==> src/rtl/cmpl_pkg.sv <==
`timescale 1ns/1ps
package cmpl_pkg;
  parameter int CB_SLOTS  = 16;
  parameter int CB_DATA_W = 32;
endpackage

==> src/rtl/cmpl_ring_ptr.sv <==
`timescale 1ns/1ps
module cmpl_ring_ptr #(
  parameter int DEPTH = 16,
  parameter int W     = 4
) (
  input  logic         clk,
  input  logic         rst_n,
  input  logic         adv,
  output logic [W-1:0] ptr
);
  localparam logic [W-1:0] LAST = W'(DEPTH - 1);

  always_ff @(posedge clk) begin
    if (!rst_n)   ptr <= '0;
    else if (adv) ptr <= (ptr == LAST) ? '0 : ptr + 1'b1;
  end

  AST_PTR_WRAP: assert property (@(posedge clk) disable iff (!rst_n)
    (adv && ptr == LAST) |=> ptr == '0);
endmodule

==> src/rtl/cmpl_occ_cnt.sv <==
`timescale 1ns/1ps
module cmpl_occ_cnt #(
  parameter int MAX = 16,
  parameter int W   = 5
) (
  input  logic         clk,
  input  logic         rst_n,
  input  logic         inc,
  input  logic         dec,
  output logic [W-1:0] cnt,
  output logic         full,
  output logic         empty
);
  always_ff @(posedge clk) begin
    if (!rst_n) cnt <= '0;
    else        cnt <= cnt + W'(inc) - W'(dec);
  end

  assign full  = (cnt == W'(MAX));
  assign empty = (cnt == '0);

  AST_NO_OVERFLOW: assert property (@(posedge clk) disable iff (!rst_n)
    (full && inc) |-> dec);
  AST_NO_UNDERFLOW: assert property (@(posedge clk) disable iff (!rst_n)
    empty |-> !dec);
  AST_BOTH_HOLD: assert property (@(posedge clk) disable iff (!rst_n)
    (inc && dec) |=> cnt == $past(cnt));
endmodule

==> src/rtl/cmpl_slot_store.sv <==
`timescale 1ns/1ps
module cmpl_slot_store #(
  parameter int SLOTS  = 16,
  parameter int IDX_W  = 4,
  parameter int DATA_W = 32
) (
  input  logic              clk,
  input  logic              rst_n,
  input  logic              clr_en,
  input  logic [IDX_W-1:0]  clr_idx,
  input  logic              set_en,
  input  logic [IDX_W-1:0]  set_idx,
  input  logic [DATA_W-1:0] set_data,
  input  logic [IDX_W-1:0]  rd_idx,
  output logic              rd_vld,
  output logic [DATA_W-1:0] rd_data
);
  logic [SLOTS-1:0]  filled_q;
  logic [SLOTS-1:0]  clr_mask, set_mask;
  logic [DATA_W-1:0] mem [SLOTS];

  // one decode per write port, built per slot
  for (genvar g = 0; g < SLOTS; g++) begin : g_dec
    assign clr_mask[g] = clr_en && (clr_idx == IDX_W'(g));
    assign set_mask[g] = set_en && (set_idx == IDX_W'(g));
  end

  always_ff @(posedge clk) begin
    if (!rst_n) filled_q <= '0;
    else        filled_q <= (filled_q & ~clr_mask) | set_mask;
  end

  always_ff @(posedge clk) begin
    if (set_en) mem[set_idx] <= set_data;
  end

  assign rd_vld  = filled_q[rd_idx];
  assign rd_data = mem[rd_idx];

  AST_WRITE_DISJOINT: assert property (@(posedge clk) disable iff (!rst_n)
    (clr_en && set_en) |-> clr_idx != set_idx);
  AST_FILL_SEEN: assert property (@(posedge clk) disable iff (!rst_n)
    set_en |=> filled_q[$past(set_idx)]);
endmodule

==> src/rtl/cmpl_reorder.sv <==
`timescale 1ns/1ps
module cmpl_reorder #(
  parameter int SLOTS  = cmpl_pkg::CB_SLOTS,
  parameter int DATA_W = cmpl_pkg::CB_DATA_W,
  localparam int TOK_W = $clog2(SLOTS),
  localparam int CNT_W = $clog2(SLOTS + 1)
) (
  input  logic              clk,
  input  logic              rst_n,
  output logic              tok_valid,
  input  logic              tok_ready,
  output logic [TOK_W-1:0]  tok_id,
  input  logic              put_valid,
  output logic              put_ready,
  input  logic [TOK_W-1:0]  put_tok,
  input  logic [DATA_W-1:0] put_data,
  output logic              res_valid,
  input  logic              res_ready,
  output logic [DATA_W-1:0] res_data
);
  logic             tok_fire, res_fire;
  logic [TOK_W-1:0] head;
  logic [CNT_W-1:0] occ;
  logic             occ_full, occ_empty, head_vld;

  assign tok_fire  = tok_valid && tok_ready;
  assign res_fire  = res_valid && res_ready;
  assign put_ready = 1'b1;

  cmpl_ring_ptr #(.DEPTH(SLOTS), .W(TOK_W)) u_in_ptr (
    .clk(clk), .rst_n(rst_n), .adv(tok_fire), .ptr(tok_id));

  cmpl_ring_ptr #(.DEPTH(SLOTS), .W(TOK_W)) u_out_ptr (
    .clk(clk), .rst_n(rst_n), .adv(res_fire), .ptr(head));

  cmpl_occ_cnt #(.MAX(SLOTS), .W(CNT_W)) u_occ (
    .clk(clk), .rst_n(rst_n), .inc(tok_fire), .dec(res_fire),
    .cnt(occ), .full(occ_full), .empty(occ_empty));

  cmpl_slot_store #(.SLOTS(SLOTS), .IDX_W(TOK_W), .DATA_W(DATA_W)) u_store (
    .clk(clk), .rst_n(rst_n),
    .clr_en(tok_fire), .clr_idx(tok_id),
    .set_en(put_valid), .set_idx(put_tok), .set_data(put_data),
    .rd_idx(head), .rd_vld(head_vld), .rd_data(res_data));

  assign tok_valid = !occ_full;
  assign res_valid = !occ_empty && head_vld;

  AST_TOK_SEQ: assert property (@(posedge clk) disable iff (!rst_n)
    tok_fire |=> tok_id == (($past(tok_id) == TOK_W'(SLOTS - 1)) ?
                            '0 : $past(tok_id) + 1'b1));
  AST_FULL_STALL: assert property (@(posedge clk) disable iff (!rst_n)
    (!tok_valid && !res_fire) |=> !tok_valid && $stable(tok_id));
  AST_RES_HOLD: assert property (@(posedge clk) disable iff (!rst_n)
    (res_valid && !res_ready) |=> res_valid && $stable(res_data));
  AST_EMPTY_IDLE: assert property (@(posedge clk) disable iff (!rst_n)
    (occ == '0) |-> !res_valid);
endmodule

==> config.mk <==
export PLATFORM = sky130hd
export DESIGN_NAME = cmpl_reorder
export DESIGN_NICKNAME = d
export VERILOG_FILES = /design/src/rtl/cmpl_pkg.sv /design/src/rtl/cmpl_ring_ptr.sv /design/src/rtl/cmpl_occ_cnt.sv /design/src/rtl/cmpl_slot_store.sv /design/src/rtl/cmpl_reorder.sv
export SDC_FILE = /design/constraint.sdc
export NUM_CORES = 1
export LEC_CHECK = 0
export BUFFER_PORTS_ARGS = -buffer_cell sky130_fd_sc_hd__clkbuf_2
export CORE_MARGIN = 2
export CORE_UTILIZATION = 47
export DETAILED_ROUTE_END_ITERATION = 8
export PLACE_DENSITY_LB_ADDON = 0.15
export REMOVE_ABC_BUFFERS = 1
export SLEW_MARGIN = 40
export SYNTH_ARGS = -nofsm -noshare
export SYNTH_HDL_FRONTEND = slang
export SYNTH_SLANG_ARGS = --single-unit
==> constraint.sdc <==
create_clock -name clk -period 5 [get_ports clk]
set_input_delay 0.75 -clock clk [delete_from_list [all_inputs] [get_ports clk]]
set_output_delay 0.75 -clock clk [all_outputs]
set_load 0.005 [all_outputs]
# After elaboration in Yosys (flattened, before gate mapping)
# Memories as Yosys holds them, arrays and structs flattened. A register that Yosys moved wholly into a read port is not among the register bits.
# Cells that the tools add are included.
op_classes:
  n_addsub: 4
  n_mul: 0
  div_mod_pow: 0
  order_cmp: 1
  n_eq_ne: 32
  n_shift: 0
  muxes: 8
  bitwise: 3
  n_reduce_logical: 40
op_table:
  columns: ["cell", "count"]
  rows:
  - ["4-bit equality test (second input constant)", 17]
  - ["1-bit logical AND", 35]
  - ["4-bit by 3-bit equality test with 1-bit output (second input constant)", 8]
  - ["16-bit AND", 1]
  - ["4-bit by 2-bit equality test with 1-bit output (second input constant)", 4]
  - ["4-bit 2-to-1 mux", 4]
  - ["16-bit inverter", 1]
  - ["16-bit bitwise OR", 1]
  - ["4-bit by 1-bit adder with 4-bit output (second input constant)", 2]
  - ["4-bit by 1-bit equality test with 1-bit output (second input constant)", 2]
  - ["4-bit logical NOT", 2]
  - ["5-bit by 1-bit adder with 5-bit output", 1]
  - ["5-bit equality test (second input constant)", 1]
  - ["5-bit logical NOT", 1]
  - ["4-bit by 5-bit < comparator with 1-bit output (second input constant)", 1]
  - ["5-bit by 1-bit subtractor with 5-bit output", 1]
  - ["1-bit binary-select mux with 4-bit select", 1]
  - ["1-bit 2-to-1 mux", 3]
  - ["1-bit logical NOT", 2]
word_totals:
  reg_bits: 29
  latch_bits: 0
  mem_bits_rw: 512
  mem_bits_ro: 0
  in_bits: 41
  mem_count: 1
memory_table:
  columns: ["memory", "words", "word_bits", "rd", "rd_ports_with_merged_regs", "write_ports", "line_no", "source"]
  rows:
  - ["u_store.mem", 16, 32, 1, 1, 1, "cmpl_slot_store.sv:20", "logic [DATA_W-1:0] mem [SLOTS];"]

# Longest topological paths before layout
# Gate-level depths: netlist (run 1).
depth:
  ltp_word: 7
  ltp_mapped: 13

# Hierarchy
# From an unflattened synthesis (run 1), not the netlist that was laid out.
unflattened:
  hier_cells: 957
  area_unflattened_um2: 20868.8
modules_own_cells:
  columns: ["module", "instances", "cells_each", "area_each_um2", "seq_area_each_um2"]
  rows:
  - ["cmpl_slot_store", 1, 876, 20109.3, 15695.1]
  - ["cmpl_ring_ptr", 2, 18, 186.4, 80.1]
  - ["cmpl_occ_cnt", 1, 39, 350.3, 100.1]
  - ["cmpl_reorder", 1, 6, 36.3, 0.0]

# Least setup slack after synthesis (run 1)
# OpenSTA, ideal clock, no wires.
synth_path:
  path_type: "input-to-reg"
  startpoint: "in put_tok[3]"
  endpoint: "mem u_store.mem[0][0], enable pin"
  arrival_ns: 3.517
  slack_ns: 1.020
  cell_stages: 2
  path_buffers: 0
  path_cell_list: "or3b_2 > nor3_1"
synth_rtl:
  columns: ["item", "line_no", "source"]
  rows:
  - ["start, declared", "cmpl_reorder.sv:15", "input logic [TOK_W-1:0] put_tok,"]
  - ["end, declared", "cmpl_slot_store.sv:20", null]
# Straight into the memory's write port.

==> reports/summary.txt, run 1 <==
Outcome -> finished clean
Post-Syn Area -> 0.0209 mm²
Placed cell count -> 1560
Synth warn -> 0
Hold depth -> 2
GRT Residual Overflow -> 0
Sequential area share after synthesis -> 76.8%
Final non-filler cell total -> 1659
Via count -> 9578
Clock-pin slew on the worst setup and hold paths -> 0.06 ns
Max-Cap Viols -> 0
Setup repair bufs after CTS -> 0
Layout area overhead -> 14.7%
Avg Inst Size Synth -> 23.0 µm²
R2R depth -> 12
Relative max-transition margin -> 49.6%
Fmax -> 259 MHz
Largest net degree at the start of global routing -> 56
Cell count after synthesis -> 907
First drt pass iteration count -> 5
RSZ-0062 raised after global routing -> no
Main synth FF type -> edfxtp_1
Pwr Density -> 397 mW/mm²
CTS Sinks -> 545
Drt initial violations -> 937
First-pass GRT wire length -> 65900 µm
Leak pwr -> 7.50 nW
Num rows -> 77
Antenna violations before repair -> 2
Delay of the slowest cell on the worst path -> 0.74 ns
ANT cells -> 0
Type of origin of the critical path -> register
DRC viols -> 0
Worst hold path class -> reg2reg
CP top delay family -> multiplexers
#FFs+latches synth -> 545
Fin crit period -> 3.85 ns
Initial Util -> 47.4%
IO Pins -> 80
Number of gates resized after CTS -> 0
Crit end category -> output port
Die H -> 215 µm
Fin. Hold Viols -> 0
Kind of critical path -> reg2out
Fin Hold WS -> 0.484 ns
R2r endpoint -> u_occ.cnt[4]$_SDFF_PN0_
Worst Max-Slew Pin Slew -> 0.754 ns
Worst Path Max Fanout -> 55
Clock Path Buffers -> 3
Hold Startpoint -> u_store.filled_q[6]$_SDFF_PN0_
CTS tree -> built
Worst-skew pair later-pin latency -> 0.59 ns
Netlist cell types -> 42
Num CTS Buffers -> 53
Clock skew -> 0.00783 ns
Root Driver -> clkbuf_16
Final core occ -> 54.4%
Die W -> 215 µm
Flop2flop setup slack -> 1.61 ns
Final WL -> 44000 µm
Post-synth EDFFs -> 512
Wire length per cell -> 26.5 µm
ANT nets after route -> 0
Slew Viols, Final -> 0
Setup TNS -> 0 ns
Worst IR drop on VDD -> 284 µV
Number of setup violations in the final report -> 0
Synth async-reset ratio -> 0%
Worst path slowest cell -> dfxtp_4
Final HPWL DP -> 23600 µm
Bufs and invs on worst path -> 2
Die area -> 0.0462 mm²
GP Congestion -> 0.747
Port Buf Inserts -> 78
Most used cell, CP -> mux4_2
Avg Vias per Cell -> 5.77
Vias in the first global route -> 10.0k
Layout cells sized above 1 -> 34.5%
CORE AREA -> 0.0440 mm²
Reg-to-reg startpoint -> u_out_ptr.ptr[1]$_SDFFE_PN0N_
Tcrit/Tclk final -> 77.1%
CP Data Required Time -> 4.25 ns
All-Layer GR Usage -> 19.6%
CP cell instances -> buf_12 -> mux4_2 -> mux4_2 -> clkbuf_2
CTS Hold Buffers Added -> 0
H-tree depth -> 2
Crit path DAT -> 3.10 ns
Hold EP -> u_store.filled_q[6]$_SDFF_PN0_
NumNets Final -> 1076
==> cell type report <==
class | instances | area (µm²)
timing repair buffer | 107 | 726
inverter | 18 | 67.6
fill | 3310 | 20100
multi-input combinational | 298 | 4630
sequential | 545 | 16000
tap | 592 | 741
clock inverter | 36 | 338
clock buffer | 63 | 1410
==> flip-flops by register name, indices dropped and copies added (netlist names), named ones only <==
name,count
u_occ.cnt,5
u_store.mem,512
u_in_ptr.ptr,4
u_out_ptr.ptr,4
u_store.filled_q,16
==> per-stage QoR <==
stage	setup slack (ns)	power, mW	instance area [µm²]
detailed placement	1.62	5.59	22200
CTS	1.05	9.59	24000
floorplan	-2.18	5.43	20700
global route	0.949	9.80	24000
global placement	1.67	5.58	22100
finish	1.15	9.50	24000
==> worst max-delay path by stage <==
stage	cells past startpoint	start	to
floorplan	2	register	res_data[0]
global placement	12	u_out_ptr.ptr[1]$_SDFFE_PN0N_	u_occ.cnt[4]$_SDFF_PN0_
detailed placement	12	u_out_ptr.ptr[1]$_SDFFE_PN0N_	u_occ.cnt[4]$_SDFF_PN0_
CTS	4	register	res_data[23]
global route	4	register	res_data[23]
finish	4	register	res_data[23]
==> cell usage in the layout (no fill, tap or decap), types with 2 or more instances in the layout <==
| cell type | instances |
|---|---|
| buf_8 | 2 |
| clkinv_2 | 11 |
| o21a_1 | 6 |
| buf_12 | 5 |
| inv_2 | 8 |
| clkinv_1 | 17 |
| nor2_4 | 6 |
| bufinv_16 | 7 |
| mux4_2 | 161 |
| dfxtp_1 | 29 |
| mux4_1 | 3 |
| a21oi_1 | 16 |
| nor3_2 | 2 |
| a21o_1 | 2 |
| o21ai_0 | 11 |
| buf_16 | 2 |
| dfxtp_4 | 3 |
| o31a_1 | 4 |
| clkbuf_1 | 8 |
| mux2i_1 | 5 |
| edfxtp_1 | 512 |
| nor2b_1 | 2 |
| inv_1 | 10 |
| clkbuf_16 | 55 |
| and2_1 | 3 |
| xnor2_1 | 2 |
| nor2_1 | 13 |
| mux2_2 | 2 |
| nand2_1 | 20 |
| ha_1 | 11 |
| clkbuf_2 | 78 |
| nand4_1 | 3 |
| nand3_1 | 5 |
| xor2_1 | 2 |
| nand2b_1 | 4 |
| buf_4 | 20 |
==> routing by layer <==
metal | vias to the layer above | track usage, % | routed length (µm)
li1 | 4058 | - | -
met1 | 5152 | 28.6 | 19300
met2 | 291 | 31.1 | 21300
met3 | 73 | 2.89 | 2510
met4 | 4 | 5.90 | 974
met5 | - | 0 | 33
==> worst register-to-register path, delay by kind of cell, from the launching register on <==
| kind | cells | cell delay, ns |
|---|---|---|
| buffers and inverters | 1 | 0.04 |
| DFF | 1 | 0.54 |
| AOI/OAI and AO/OA | 2 | 0.29 |
| muxes | 3 | 1.06 |
| adders and majority gates | 3 | 0.91 |
| and+or+nand+nor | 3 | 0.49 |
==> where the power goes <==
part | leakage (nW) | internal (mW) | switching (mW)
logic | 1.74 | 0.145 | 0.214
registers | 4.90 | 5.09 | 0.0373
clock network | 0.860 | 2.36 | 1.65
==> kinds of logic after synthesis <==
family | share of synthesized area, %
other | 0.0180
AO/OA/AOI/OAI | 1.26
flip-flops | 76.8
XOR/XNOR | 0.168
AND/OR/NAND/NOR | 1.52
multiplexers | 18.2
buffers and inverters | 1.34
adder cells (fa/ha/maj) | 0.755
==> synthesized netlist by cell type (5+ instances only) <==
cell / n / share of area [%]
edfxtp_1: 512 / 74
mux4_2: 161 / 17
dfxtp_1: 33 / 3.2
clkbuf_1: 25 / 0.45
nand2_1: 20 / 0.36
nor2_1: 19 / 0.34
inv_1: 18 / 0.32
a21oi_1: 16 / 0.38
buf_2: 13 / 0.31
ha_1: 11 / 0.66
o21ai_0: 11 / 0.26
o21a_1: 6 / 0.22
mux2i_1: 5 / 0.24
nand3_1: 5 / 0.12
No activity file was read; power rests on OpenSTA's default activity.
==> run 2: changes to the inputs <==
- ABC_AREA: default -> 1
- clock period: 5 -> 3.1 ns (I/O delays scaled with it)
==> reports/summary.txt, run 2 <==
Outcome -> finished clean
Most frequent cells in the layout -> edfxtp_1 (512), a21oi_1 (151), mux2i_1 (128), o211ai_1 (128), inv_1 (121)
Crit end category -> output port
Final core occ -> 54.0%
Max reg flops -> 512
Delay of the slowest cell on the worst path -> 0.61 ns
GRT Residual Overflow -> 0
Leading registers by flop count -> u_store.mem (512), u_store.filled_q (16), u_occ.cnt (5)
Fin Hold WS -> 0.210 ns
Post-synth top area cell -> edfxtp_1
Post-synth EDFFs -> 512
Final WL -> 49800 µm
Relative max-transition margin -> 51.2%
Crit path DAT -> 2.42 ns
Setup TNS -> 0 ns
Switching Share -> 21.9%
Worst slack, placed -> 0.409 ns
Clock skew -> 0.00647 ns
Synth top area cells -> edfxtp_1 (69%), mux2i_1 (5.7%), o211ai_1 (4.3%)
Main synth FF type -> edfxtp_1
Netlist cell types -> 31
Setup repair bufs after CTS -> 0
Worst path slowest cell -> dfxtp_4
Worst Max-Slew Pin Slew -> 0.732 ns
Die area -> 0.0493 mm²
Num rows -> 79
CP Data Required Time -> 2.63 ns
#FFs+latches synth -> 545
Clock-pin slew on the worst setup and hold paths -> 0.06 ns
Synth warn -> 0
Worst hold path class -> in2reg
Final-layout fill cell count -> 3814
Initial Util -> 47.8%
Leak pwr -> 8.31 nW
Tcrit/Tclk final -> 93.0%
Worst setup margin -> 0.217 ns
Most frequent cell after synthesis -> edfxtp_1
IO Pins -> 80
Port Buf Inserts -> 78
Layout cells sized above 1 -> 16.4%
ANT cells -> 0
Antenna violations before repair -> 2
CTS tree -> built
Worst Path Max Fanout -> 24
Post-Syn Area -> 0.0223 mm²
Final non-filler cell total -> 2334
Switch Pwr -> 3.50 mW
Largest net degree at the start of global routing -> 129
Via count -> 12.8k
First drt pass iteration count -> 5
Sequential area share after synthesis -> 71.8%
Fin crit period -> 2.88 ns
Pwr Density -> 632 mW/mm²
DRC viols -> 0
Final HPWL DP -> 24600 µm
Kind of critical path -> reg2out
Type of origin of the critical path -> register
Sequential share of power -> 52.0%
All-Layer GR Usage -> 20.4%
Clock Path Buffers -> 3
Root Driver -> clkbuf_16
Wire length per cell -> 21.3 µm
Vias in the first global route -> 12.5k
P_int -> 12.5 mW
Most flops, register -> u_store.mem
GP Congestion -> 0.810
Avg Inst Size Synth -> 14.0 µm²
ANT nets after route -> 0
Most common cell after layout, fill and taps aside -> edfxtp_1
NumNets Final -> 1732
Num CTS Buffers -> 58
CORE AREA -> 0.0468 mm²
Gate power share -> 6.4%
Synth async-reset ratio -> 0%
Avg Vias per Cell -> 5.46
Max-Cap Viols -> 0
Drt initial violations -> 1060
Slew Viols, Final -> 0
Fin. Hold Viols -> 0
Clock power share -> 41.6%
Post-synth top cells -> edfxtp_1 (512), a21oi_1 (151), mux2i_1 (128), o211ai_1 (128), inv_1 (123)
Number of setup violations in the final report -> 0
Share of the synthesized area in the top cell type -> 68.9%
H-tree depth -> 2
Worst IR drop on VDD -> 486 µV
Die W -> 222 µm
Fmax -> 347 MHz
Worst-skew pair later-pin latency -> 0.60 ns
RSZ-0062 raised after global routing -> no
Layout area overhead -> 13.1%
CTS Sinks -> 545
Cell count after synthesis -> 1599
CP cell instances -> buf_4 -> mux2i_1 -> o21ai_1 -> o211ai_1 -> nand2_1 -> clkbuf_2
First-pass GRT wire length -> 75500 µm
Die H -> 222 µm
Placed cell count -> 2226
## run 2: cell families after synthesis
family / count (synthesis) / share of synthesized area, %
flip-flops: 545 / 71.8
adder cells (fa/ha/maj): 12 / 0.706
XOR/XNOR: 4 / 0.157
AND/OR/NAND/NOR: 174 / 3.39
other: 1 / 0.0168
AO/OA/AOI/OAI: 451 / 11.7
multiplexers: 128 / 5.74
buffers and inverters: 284 / 6.48
## run 2: cell type report
| class | count | area (µm²) | area share, % |
|---|---|---|---|
| sequential | 545 | 16000 | 63.6 |
| tap | 607 | 759 | 3.01 |
| clock inverter | 37 | 274 | 1.09 |
| timing repair buffer | 116 | 880 | 3.49 |
| clock buffer | 71 | 1560 | 6.20 |
| multi-input combinational | 770 | 4940 | 19.6 |
| inverter | 188 | 771 | 3.05 |
## run 2: final timing paths
kind	slack, ns	cells after the start	startpoint	endpoint
hold / removal	0.21	3	res_ready	register
hold reg to reg	0.47	2	u_store.filled_q[4]$_SDFF_PN0_	u_store.filled_q[4]$_SDFF_PN0_
setup / recovery	0.22	6	register	res_data[25]
setup reg to reg	0.37	18	u_out_ptr.ptr[0]$_SDFFE_PN0N_	u_occ.cnt[4]$_SDFF_PN0_
## run 2: power by group through the flow
stage | registers, mW | logic (mW) | clock network, mW
after floorplan | 8.50 | 0.625 | 0
after global placement | 8.44 | 0.999 | 0
after detailed placement | 8.45 | 1.03 | 0
after CTS | 8.30 | 1.03 | 6.77
after global routing | 8.31 | 1.15 | 7.05
final | 8.30 | 1.02 | 6.65
## run 2: critical path: cells and delay by family (launching register included)
kind            cells  cell delay [ns]
buf+inv             2             0.53
simple gates        1             0.16
compound gates      2             0.25
mux                 1             0.24
flops               1             0.61
## run 2: repair_timing
| action | CTS | global route |
|---|---|---|
| resized for setup | 0 | 1 |
| endpoints found under the setup margin | 0 | 4 |
| hold buffers | 0 | 0 |
## run 2: metrics by stage
stage	power [mW]	cell area [µm²]
2_1_floorplan	9.12	21600
3_3_place_gp	9.44	23400
3_5_place_dp	9.48	23400
4_1_cts	16.1	25200
5_1_grt	16.5	25200
6_report	16.0	25200
## run 2: per-layer routing
metal	global-route usage [%]	share of wire [%]	vias up
met1	27.8	45	6291
met4	6.60	2.5	4
met3	3.14	4.6	96
li1	-	-	6083
met5	0	0.060	-
met2	33.6	48	280
